$ cat src/rtl/cmdif_pkg.sv
package cmdif_pkg;
  localparam int BYTE_W = 8;
  localparam int ADDR_W = 5;

  typedef enum logic [1:0] {PH_INSTR, PH_WDATA, PH_RDATA} phase_t;

  typedef struct packed {
    logic              shiftIn;
    logic              shiftOut;
    logic              loadOut;
    logic              wrByte;
    logic              mirror;
    logic              readPhase;
    logic [ADDR_W-1:0] addr;
  } dpStrobe_t;
endpackage

$ cat src/rtl/cmdif_ctrl.sv
module cmdif_ctrl
  import cmdif_pkg::*;
(
  input  logic              clk,
  input  logic              rstN,
  input  logic              csN,
  input  logic              sclk,
  input  logic              edgeSel,
  input  logic [BYTE_W-1:0] nextByte,
  output dpStrobe_t         stb,
  output logic              convStart,
  output logic              ifActive
);
  logic              sclkQ, sclkPrev, csQ;
  phase_t            phase;
  logic [2:0]        bitCnt;
  logic [ADDR_W-1:0] curAddr;
  logic              twoLeft;
  logic              edgeHit, byteDone;

  always_ff @(posedge clk or negedge rstN) begin
    if (!rstN) begin
      sclkQ    <= 1'b0;
      sclkPrev <= 1'b0;
      csQ      <= 1'b1;
    end else begin
      sclkQ    <= sclk;
      sclkPrev <= sclkQ;
      csQ      <= csN;
    end
  end

  assign edgeHit  = !csQ && (edgeSel ? (sclkQ && !sclkPrev) : (!sclkQ && sclkPrev));
  assign byteDone = edgeHit && (bitCnt == 3'd7);
  assign ifActive = !csQ;

  always_comb begin
    stb           = '0;
    stb.shiftIn   = edgeHit;
    stb.readPhase = (phase == PH_RDATA);
    stb.addr      = curAddr;
    if (byteDone) begin
      unique case (phase)
        PH_INSTR: begin
          if (nextByte[7]) begin
            stb.mirror = 1'b1;
          end else if (nextByte[6]) begin
            stb.loadOut = 1'b1;
            stb.addr    = nextByte[ADDR_W-1:0];
          end
        end
        PH_WDATA: stb.wrByte = 1'b1;
        PH_RDATA: begin
          if (twoLeft) begin
            stb.loadOut = 1'b1;
            stb.addr    = curAddr + ADDR_W'(1);
          end
        end
        default: ;
      endcase
    end
    if (edgeHit && (phase == PH_RDATA) && !stb.loadOut) stb.shiftOut = 1'b1;
  end

  always_ff @(posedge clk or negedge rstN) begin
    if (!rstN) begin
      phase     <= PH_INSTR;
      bitCnt    <= '0;
      curAddr   <= '0;
      twoLeft   <= 1'b0;
      convStart <= 1'b0;
    end else begin
      convStart <= byteDone && (phase == PH_INSTR) && nextByte[7];
      if (csQ) begin
        phase   <= PH_INSTR;
        bitCnt  <= '0;
        twoLeft <= 1'b0;
      end else if (edgeHit) begin
        bitCnt <= bitCnt + 3'd1;
        if (bitCnt == 3'd7) begin
          if (phase == PH_INSTR) begin
            if (!nextByte[7]) begin
              curAddr <= nextByte[ADDR_W-1:0];
              twoLeft <= nextByte[5];
              phase   <= nextByte[6] ? PH_RDATA : PH_WDATA;
            end
          end else if (twoLeft) begin
            curAddr <= curAddr + ADDR_W'(1);
            twoLeft <= 1'b0;
          end else begin
            phase <= PH_INSTR;
          end
        end
      end
    end
  end
endmodule

$ cat src/rtl/cmdif_datapath.sv
module cmdif_datapath
  import cmdif_pkg::*;
#(
  parameter int NUM_REGS    = 8,
  parameter int MIRROR_ADDR = 4
) (
  input  logic              clk,
  input  logic              rstN,
  input  logic              sdi,
  input  dpStrobe_t         stb,
  output logic [BYTE_W-1:0] nextByte,
  output logic              sdo,
  output logic [2:0]        gainCode,
  output logic [3:0]        chanCode
);
  logic              sdiQ;
  logic [BYTE_W-1:0] inShift, outShift, readByte;
  logic [BYTE_W-1:0] regs [NUM_REGS];

  assign nextByte = {inShift[BYTE_W-2:0], sdiQ};

  always_ff @(posedge clk or negedge rstN) begin
    if (!rstN) begin
      sdiQ    <= 1'b0;
      inShift <= '0;
    end else begin
      sdiQ <= sdi;
      if (stb.shiftIn) inShift <= nextByte;
    end
  end

  always_ff @(posedge clk or negedge rstN) begin
    if (!rstN) begin
      for (int i = 0; i < NUM_REGS; i++) regs[i] <= '0;
    end else begin
      for (int i = 0; i < NUM_REGS; i++) begin
        if (stb.mirror && (i == MIRROR_ADDR))
          regs[i] <= {1'b0, nextByte[BYTE_W-2:0]};
        else if (stb.wrByte && (stb.addr == ADDR_W'(i)))
          regs[i] <= nextByte;
      end
    end
  end

  always_comb begin
    readByte = '0;
    for (int i = 0; i < NUM_REGS; i++)
      if (stb.addr == ADDR_W'(i)) readByte = regs[i];
  end

  always_ff @(posedge clk or negedge rstN) begin
    if (!rstN)             outShift <= '0;
    else if (stb.loadOut)  outShift <= readByte;
    else if (stb.shiftOut) outShift <= {outShift[BYTE_W-2:0], 1'b0};
  end

  assign sdo      = stb.readPhase & outShift[BYTE_W-1];
  assign gainCode = regs[MIRROR_ADDR][6:4];
  assign chanCode = regs[MIRROR_ADDR][3:0];
endmodule

$ cat src/rtl/cmd_serial_if.sv
module cmd_serial_if
  import cmdif_pkg::*;
#(
  parameter int NUM_REGS    = 8,
  parameter int MIRROR_ADDR = 4
) (
  input  logic       clk,
  input  logic       rstN,
  input  logic       csN,
  input  logic       sclk,
  input  logic       sdi,
  input  logic       edgeSel,
  input  logic       twoWire,
  output logic       sdo,
  output logic       sdoOe,
  output logic       sdiOut,
  output logic       sdiOe,
  output logic [2:0] gainCode,
  output logic [3:0] chanCode,
  output logic       convStart
);
  dpStrobe_t         stb;
  logic [BYTE_W-1:0] nextByte;
  logic              ifActive;

  cmdif_ctrl u_ctrl (
    .clk(clk), .rstN(rstN), .csN(csN), .sclk(sclk), .edgeSel(edgeSel),
    .nextByte(nextByte), .stb(stb), .convStart(convStart), .ifActive(ifActive)
  );

  cmdif_datapath #(.NUM_REGS(NUM_REGS), .MIRROR_ADDR(MIRROR_ADDR)) u_dp (
    .clk(clk), .rstN(rstN), .sdi(sdi), .stb(stb), .nextByte(nextByte),
    .sdo(sdo), .gainCode(gainCode), .chanCode(chanCode)
  );

  assign sdoOe  = ifActive;
  assign sdiOe  = ifActive & twoWire & stb.readPhase;
  assign sdiOut = sdo;
endmodule

$ cat config.mk
export PLATFORM = sky130hd
export DESIGN_NAME = cmd_serial_if
export DESIGN_NICKNAME = d
export VERILOG_FILES = /design/src/rtl/cmdif_pkg.sv /design/src/rtl/cmdif_ctrl.sv /design/src/rtl/cmdif_datapath.sv /design/src/rtl/cmd_serial_if.sv
export SDC_FILE = /design/constraint.sdc
export NUM_CORES = 1
export LEC_CHECK = 0
export BUFFER_PORTS_ARGS = -buffer_cell sky130_fd_sc_hd__buf_2
export CORE_UTILIZATION = 58
export DETAILED_ROUTE_END_ITERATION = 8
export PLACE_DENSITY = 0.75
export SYNTH_ARGS = -nofsm -noshare
export SYNTH_HDL_FRONTEND = slang
export SYNTH_HIERARCHICAL = 1
export SYNTH_SLANG_ARGS = --single-unit
$ cat constraint.sdc
create_clock -name clk -period 6.89 [get_ports clk]
set_input_delay 1.378 -clock clk [delete_from_list [all_inputs] [get_ports clk]]
set_output_delay 1.378 -clock clk [all_outputs]
set_load 0.01 [all_outputs]
== Word level (Yosys, flattened, before mapping) ==
Cells that the tools add are included.

* Output and inout port bits: 12
* Register bits: 95

* Eq/ne operators: 13
* Muxes and demuxes: 43
* Bitwise logic cells: 4
* Reduce and logical (&&, ||, !) cells: 29
* Add/sub/neg operators: 2

{| class="wikitable"
|+ Operators by type and width
! kind !! count
|-
| two-way mux 8 bit || 12
|-
| two-way mux 5 bit || 6
|-
| equality test 5 x 3 -> 1 bit, second input constant || 4
|-
| logical AND 1 bit || 16
|-
| two-way mux 2 bit || 7
|-
| two-way mux 1 bit || 13
|-
| equality test 5 x 2 -> 1 bit, second input constant || 2
|-
| case mux 5 bit (2 select lines) || 1
|-
| two-way mux 3 bit || 3
|-
| AND reduction 4 bit || 2
|-
| nonzero test 2 bit || 4
|-
| adder 5 x 1 -> 5 bit, second input constant || 1
|-
| equality test 5 x 1 -> 1 bit, second input constant || 1
|-
| logical NOT 5 bit || 1
|-
| logical NOT 1 bit || 4
|-
| adder 3 x 1 -> 3 bit, second input constant || 1
|-
| bitwise AND 1 bit || 3
|-
| equality test 3 bit, second input constant || 1
|-
| != test 3 x 2 -> 1 bit, second input constant || 1
|-
| != test 3 bit, second input constant || 1
|-
| AND reduction 3 bit || 1
|-
| equality test 2 x 1 -> 1 bit, second input constant || 1
|-
| equality test 2 bit, second input constant || 1
|-
| logical NOT 2 bit || 1
|-
| 3 further kinds || 3
|}

== Longest topological paths before layout ==
Gate-level depths: netlist of the first run.

* Depth after elaboration: 16
* Gate-level depth with buffers: 13
* Mapped depth without buffers: 10

== Cells and area by module ==
The synthesis of the first run kept the hierarchy.

{| class="wikitable"
|+ By module, submodules not included
! module !! cells an instance !! area an instance (um^2) !! times used
|-
| cmdif_datapath || 304 || 3901.2 || 1
|-
| cmdif_ctrl || 133 || 1108.6 || 1
|-
| cmd_serial_if || 2 || 13.8 || 1
|}

== Worst setup path before layout of the first run ==
Ideal clock, no wire load.

* Kind: input -> register
* Start: input port edgeSel
* End: register u_dp/regs[10] (netlist bit)
* Required time: 6.765 ns
* Slack: 3.286 ns
* Stages: 7
* Buffers on the path: 1
* Data arrival time: 3.480 ns
* Library setup time: 0.125 ns
* Cells stage by stage: nor3b_4 o21ai_1 nor3b_1 nor4b_4 and3_1 buf_4 mux2_2

{| class="wikitable"
|+ RTL lines
! what !! line !! RTL
|-
| start, declared || cmd_serial_if.sv:12 || <nowiki>input logic edgeSel,</nowiki>
|-
| end signal, assigned by index || cmdif_datapath.sv:38 || <nowiki>regs[i] <= {1'b0, nextByte[BYTE_W-2:0]};</nowiki>
|-
| end signal, assigned by index || cmdif_datapath.sv:40 || <nowiki>regs[i] <= nextByte;</nowiki>
|-
| end, declared || cmdif_datapath.sv:18 || <nowiki>logic [BYTE_W-1:0] regs [NUM_REGS];</nowiki>
|}

==> out/qor.yml, run 1 <==
grt:
  grt_pass1_vias: 3359
  top_usage_layer: "met2"
  grt_max_degree: 53
  globalRoute.totalOverflow: 0
  met3_usage_pct: 5.50
  met2_usage_pct: 41.0
  grt_use_total_pct: 27.1
  antenna_found_initial: 0
  met1_usage_pct: 39.9
  grt_pass1_wl_um: 18100
layout:
  area_growth_pct: 4.18
  utilization_pct: 63.1
  nets: 441
  drive_above_1_share_pct: 30.5
  diodes: 0
cts:
  clock-sinks: 95
  cts_tree: "done"
  clkTransAtPathRegs_ps: 90
  postCtsSetupBuffers: 0
  root_buffer: "clkbuf_8"
  cts_buffers: 9
  cts_hold_buffers: 0
  ctsResizeCount: 0
  cts_buffer_depth: 2
  h-tree-depth: 3
  clk-insertion-delay-late_ps: 370
logic_synthesis:
  ys_seq_area_share_pct: 47.3
  syn_area_mm2: 0.00502
  avgSynthCellArea_um2: 11.4
  syn_inst: 439
  synth-edff-count: 0
  ys_ff_latch: 95
  synth_fp_nets: 449
  synth_cell_types: 60
  async_reset_ff_share_pct: 100
  yosysWarnings: 6
  synth-main-ff-cell: "dfrtp_1"
sta:
  min_period_over_period_pct: 59.6
  skew_ps: 22.1
  finalSetupViolCount: 0
  hold_slack_ps: 508
  clock.fmax_mhz: 243
  period_needed_ps: 4110
  max_slew.worst_pin.slew_ps: 1080
  setup_slack_ps: 2780
  max_slew_margin_pct: 28.1
  finalSetupTns_ps: 0
  hold_viol_final: 0
  maxSlewViolCount: 0
  rsz0062_at_grt: "false"
critical_path:
  arrival_ps: 4350
  worstSetupEndpointType: "flip-flop"
  worstPathRequired_ps: 7130
  worst_path_max_delay_cell: "nor2b_1"
  cpPeakStageDelay_ps: 710
  worstPathCellList: "buf_2 > and3b_1 > o211a_1 > o21ai_0 > a22o_1 > nor2b_1 > nand4_2 > mux2_2"
  path_class: "input port to flip-flop"
  cp_max_fo: 25
  start_kind: "input port"
run_status:
  outcome: "completed"
drt:
  drtIter0Drc: 344
  ant_nets: 0
  wl_um: 10900
  first_pass_iters: 7
  via_per_inst: 6.25
  drc: 0
  dr_total_vias: 3383
  routedWlPerCell_um: 20.2
floorplanning:
  pin_count: 19
  rows: 33
  initial_core_util_pct: 60.5
  core_mm2: 0.00830
  die_height_um: 95.1
  die-area_mm2: 0.00904
  die_w_um: 95.1
pwr:
  vdd_ir_drop_max_mv: 0.239
  leakage_nw: 2.49
  power_density_mw_per_mm2: 208
  power_mw: 1.09
worst_hold_path:
  hp-class: "flip-flop to flip-flop"
place:
  gp_congestion: 0.886
  hpwlAfterDp_um: 7220
  post-place-ws_ps: 2470
  io_buffers: 18
job:
  cap_violations: 0
cells in the mapped netlist (all sizes together), types with 2 or more instances:
cell type,number,share of area [%]
a222oi,2,0.40
o21ai,15,1.5
or3,8,1.0
nor2b,10,1.2
mux2i,16,3.2
a31oi,2,0.25
and3b,2,0.35
a22oi,3,0.45
a41o,7,1.4
a21oi,14,1.5
o211ai,5,0.95
inv,7,0.52
nand2b,5,0.62
nand3,6,0.80
ha,3,0.75
nand3b,2,0.30
a2bb2oi,3,0.52
clkbuf,16,1.2
nand2,29,2.2
nand4,11,1.6
o221ai,7,1.2
and3,5,0.72
nor3b,6,1.1
a22o,5,0.87
and2,2,0.25
dfrtp,94,47
o22ai,6,0.75
buf,25,3.4
mux2,78,18
nor2,28,2.3
cell type report:
cell class              count  area [um^2]
fillers                   660         3070
multi-input cells         296         2390
flip-flops and latches     95         2380
well taps                 105          131
clock buffers              10          128
repair buffers             22          123
clock inverters             6         52.6
inverters                   7         26.3
logic make-up after synthesis:
| group | Yosys count | share of synthesized area (%) |
|---|---|---|
| buffers and inverters | 48 | 5.11 |
| XOR/XNOR | 1 | 0.174 |
| flip-flops | 95 | 47.3 |
| AND/OR/NAND/NOR | 120 | 13.8 |
| multiplexers | 95 | 21.7 |
| AO/OA/AOI/OAI | 77 | 11.1 |
| adder cells (fa/ha/maj) | 3 | 0.747 |
metal layers:
layer | wire [um] | vias to the layer above
li1 | - | 1574
met1 | 4810 | 1680
met2 | 5190 | 113
met3 | 742 | 16
met4 | 175 | 0
met5 | 0 | -
report_power, final:
| part | switching (mW) | total [mW] | internal, mW |
|---|---|---|---|
| Clock | 0.206 | 0.343 | 0.137 |
| Combinational | 0.0414 | 0.0802 | 0.0388 |
| Sequential | 0.0884 | 0.664 | 0.576 |
| Total | 0.335 | 1.09 | 0.752 |
through the flow:
step	area, um^2	std cells
6_report	5230	541
5_1_grt	5230	541
4_1_cts	5230	541
3_5_place_dp	5050	525
3_3_place_gp	5050	525
2_1_floorplan	5020	439
sequential cells by signal, summed over array words and instances (netlist names):
signal / cells
u_ctrl/sclkQ: 1
u_ctrl/convStart: 1
u_ctrl/bitCnt: 3
u_dp/regs: 57
u_dp/outShift: 8
u_dp/inShift: 7
u_dp/chanCode: 4
u_dp/sdiQ: 1
u_dp/gainCode: 3
u_ctrl/csQ: 1
u_ctrl/sclkPrev: 1
u_ctrl/phase: 2
u_ctrl/twoLeft: 1
u_ctrl/curAddr: 5
worst paths after layout:
path	slack (ps)	cells past startpoint	end	startpoint
min in group asynchronous	990	1	u_ctrl/phase[0]	rstN
max in group asynchronous	4850	2	u_dp/regs[15]	rstN
setup / recovery	2780	8	u_dp/regs[19]	edgeSel
setup reg to reg	3090	7	u_dp/chanCode[2]	u_dp/inShift[5]
hold / removal	510	1	u_dp/regs[43]	u_dp/regs[43]
hold reg to reg	510	1	u_dp/regs[43]	u_dp/regs[43]
placed cells by master, fill, tap and decap left out, types with 6 or more instances in the layout:
cell and instances:
or3_1 8, mux2_2 70, nand4_1 9, inv_1 7, nor2b_1 10, a21oi_1 13
nand2_1 28, o22ai_1 6, mux2_4 8, mux2i_1 16, o221ai_1 7, buf_2 17
dfrtp_1 94, o21ai_0 13, nor2_1 26, clkbuf_8 9, a41o_1 7
critical path, delay by kind of cell:
family          cells  cell delay (ps)
simple gates        3             1420
buf+inv             1              140
mux                 1              400
compound gates      3             1000
(Power assumes the default switching activity.)
==> inputs of run 2 (changes only) <==
--- a/config.mk
+++ b/config.mk
@@ -6,9 +6,9 @@
 export NUM_CORES = 1
 export LEC_CHECK = 0
 export BUFFER_PORTS_ARGS = -buffer_cell sky130_fd_sc_hd__buf_2
-export CORE_UTILIZATION = 58
+export CORE_UTILIZATION = 56
 export DETAILED_ROUTE_END_ITERATION = 8
-export PLACE_DENSITY = 0.75
+export PLACE_DENSITY = 0.76
 export SYNTH_ARGS = -nofsm -noshare
 export SYNTH_HDL_FRONTEND = slang
 export SYNTH_HIERARCHICAL = 1
==> constraint.sdc (replaced) <==
create_clock -name clk -period 3.67 [get_ports clk]
set_input_delay 0.734 -clock clk [delete_from_list [all_inputs] [get_ports clk]]
set_output_delay 0.734 -clock clk [all_outputs]
set_load 0.01 [all_outputs]
==> run 2 against run 1 <==
Compared with the run above: sequential power grew 82%; via count grew 2.0%; die area grew 3.5%; routed wire length grew 0.17%; worst setup slack lost 2100 ps; non-clock buffer count grew 10; flip-flop and latch count is the same; clock-buffer cell count shrank 1; sequential share of layout area shrank 0.63 points; largest power group unchanged.
==> out/qor.yml, run 2 (synthesis results as in run 1) <==
layout:
  utilization_pct: 60.9  # -2.2 points
  seq_area_mm2: 0.00238  # unchanged
  stdcell_area_mm2: 0.00531  # +1.4%
  area_growth_pct: 5.65
  nets: 451  # +2.3%
  fill_cells: 682  # +3.3%
  layout_common_cells: "94 x dfrtp_1, 70 x mux2_2, 28 x nand2_1, 26 x nor2_1, 17 x buf_2"
  finalNonFillerCells: 553  # +2.2%
  diodes: 0  # unchanged
  final_common_cell: "dfrtp_1"
  drive_above_1_share_pct: 32.1  # +1.6 points
  multi_input_area_mm2: 0.00239  # unchanged
  largest_reg_flops: 57  # unchanged
  top_regs: "u_dp/regs x57, u_dp/outShift x8, u_dp/inShift x7"
  regMostFlops: "u_dp/regs"
floorplanning:
  initial_core_util_pct: 57.6  # -2.9 points
  pin_count: 19  # unchanged
  rows: 34  # +3.0%
  core_mm2: 0.00872  # +5.1%
  die-area_mm2: 0.00935  # +3.5%
  die_w_um: 96.7  # +1.7%
  die_height_um: 96.7  # +1.7%
sta:
  max_slew_margin_pct: 55.0  # +27 points
  skew_ps: 17.5  # -4.59 ps
  max_slew.worst_pin.slew_ps: 672  # -407 ps
  rsz0062_at_grt: "false"
  min_period_over_period_pct: 82.6
  clock.fmax_mhz: 330
  hold_viol_final: 0  # unchanged
  period_needed_ps: 3030
  maxSlewViolCount: 0  # unchanged
  finalSetupTns_ps: 0  # unchanged
  finalSetupViolCount: 0  # unchanged
pwr:
  p_int_mw: 1.41  # +88%
  p_sw_mw: 0.627  # +87%
  comb_power_share_pct: 9.1  # +1.7 points
  pwr-share-seq_pct: 59.5  # -1.6 points
  leakage_nw: 2.54  # +1.9%
  vdd_ir_drop_max_mv: 0.325  # +36%
  pwr-share-clk_pct: 31.4  # about the same
  swShare_pct: 30.7  # -0.14 points
  power_density_mw_per_mm2: 384  # +85%
cts:
  h-tree-depth: 3  # unchanged
  cts_hold_buffers: 0  # unchanged
  cts_buffer_depth: 2  # unchanged
  postCtsSetupBuffers: 0  # unchanged
  ctsResizeCount: 0  # unchanged
  cts_buffers: 9  # unchanged
  clk-insertion-delay-late_ps: 370  # about the same
  clkTransAtPathRegs_ps: 100  # about the same
  root_buffer: "clkbuf_8"
  clock-sinks: 95  # unchanged
  cts_tree: "done"
place:
  io_buffers: 18  # unchanged
  placed_cell_area_mm2: 0.00513  # +1.6%
  gp_congestion: 0.894  # +0.87%
  dpl.cell_count: 538  # +2.5%
  hpwlAfterDp_um: 7600  # +5.2%
critical_path:
  reg2regPathDepth: 8  # +1
  reg2reg_to: "u_dp/regs[37]"
  r2r_slack_ps: 640  # -2450 ps
  start_kind: "flip-flop"
  r2r-start: "u_dp/inShift[6]"
  arrival_ps: 3290  # -1060 ps
  path_class: "flip-flop to flip-flop"
  worstSetupEndpointType: "flip-flop"
  worstPathRequired_ps: 3930  # -3200 ps
  crit_path_start: "u_dp/inShift[6]"
  cp_max_fo: 18  # -28%
job:
  cap_violations: 0  # unchanged
drt:
  first_pass_iters: 5  # -2
  via_per_inst: 6.24  # -0.17%
  drtIter0Drc: 279  # -19%
  wl_um: 10900  # +0.17%
  drc: 0  # unchanged
  routedWlPerCell_um: 19.8  # -2.0%
  ant_nets: 0  # unchanged
  dr_total_vias: 3452  # +2.0%
grt:
  grt_max_degree: 50  # -5.7%
  grt_pass1_vias: 3293  # -2.0%
  globalRoute.totalOverflow: 0  # unchanged
  grt_pass1_wl_um: 17600  # -3.2%
  antenna_found_initial: 0  # unchanged
  grt_use_total_pct: 24.1  # -3.0 points
run_status:
  outcome: "completed"
worst_hold_path:
  hp-class: "input port to async pin"
==> run 2: cell count changes in the layout (fill, tap and decap cells not counted), sizes merged <==
cell and delta:
clkbuf -1, clkinvlp +1, buf +10, clkinv -1
==> run 2: power groups by stage <==
stage          logic, mW  clock network, mW  registers, mW
6_report           0.185              0.641           1.21
5_1_grt            0.204              0.691           1.22
4_1_cts            0.187              0.658           1.21
3_5_place_dp       0.186                  0           1.23
3_3_place_gp       0.180                  0           1.23
2_1_floorplan      0.167                  0           1.13
==> run 2: how the worst max path moves through the flow <==
stage                     depth (start not counted)            end
after global placement                            9  u_dp/regs[38]
after global routing                              8  u_dp/regs[37]
after detailed placement                          9  u_dp/regs[37]
after floorplan                                   7  u_dp/regs[10]
final                                             8  u_dp/regs[37]
after CTS                                         8  u_dp/regs[37]
==> run 2: cell type report <==
class,count,area share (%)
timing repair buffer,32,3.72
tap,108,2.55
sequential,95,44.8
clock buffer,9,2.33
clock inverter,6,0.967
multi-input combinational,296,45.1
inverter,7,0.495
==> run 2: per-layer routing <==
| layer | wire [um] | share of wire, % | up-vias | track usage [%] |
|---|---|---|---|---|
| li1 | - | - | 1602 | - |
| met1 | 5270 | 48 | 1754 | 35.0 |
| met2 | 5070 | 46 | 84 | 37.5 |
| met3 | 460 | 4.2 | 12 | 3.90 |
| met4 | 133 | 1.2 | 0 | 6.89 |
| met5 | 0 | 0 | - | 0 |
==> run 2: stage by stage <==
| stage | setup WS [ps] | total power, mW | hold slack [ps] |
|---|---|---|---|
| 2_1_floorplan | 710 | 1.30 | 349 |
| 3_3_place_gp | 410 | 1.41 | 479 |
| 3_5_place_dp | 381 | 1.42 | 485 |
| 4_1_cts | 660 | 2.06 | 402 |
| 5_1_grt | 409 | 2.12 | 417 |
| 6_report | 637 | 2.04 | 398 |
==> run 2: worst max-delay path, stage by stage, from the launching register on <==
cell	delay [ps]
dfrtp_1	570
nor2b_1	470
nor2_1	140
o21a_1	210
a311o_1	430
buf_4	240
and3b_1	260
nand3_2	230
mux2_2	370
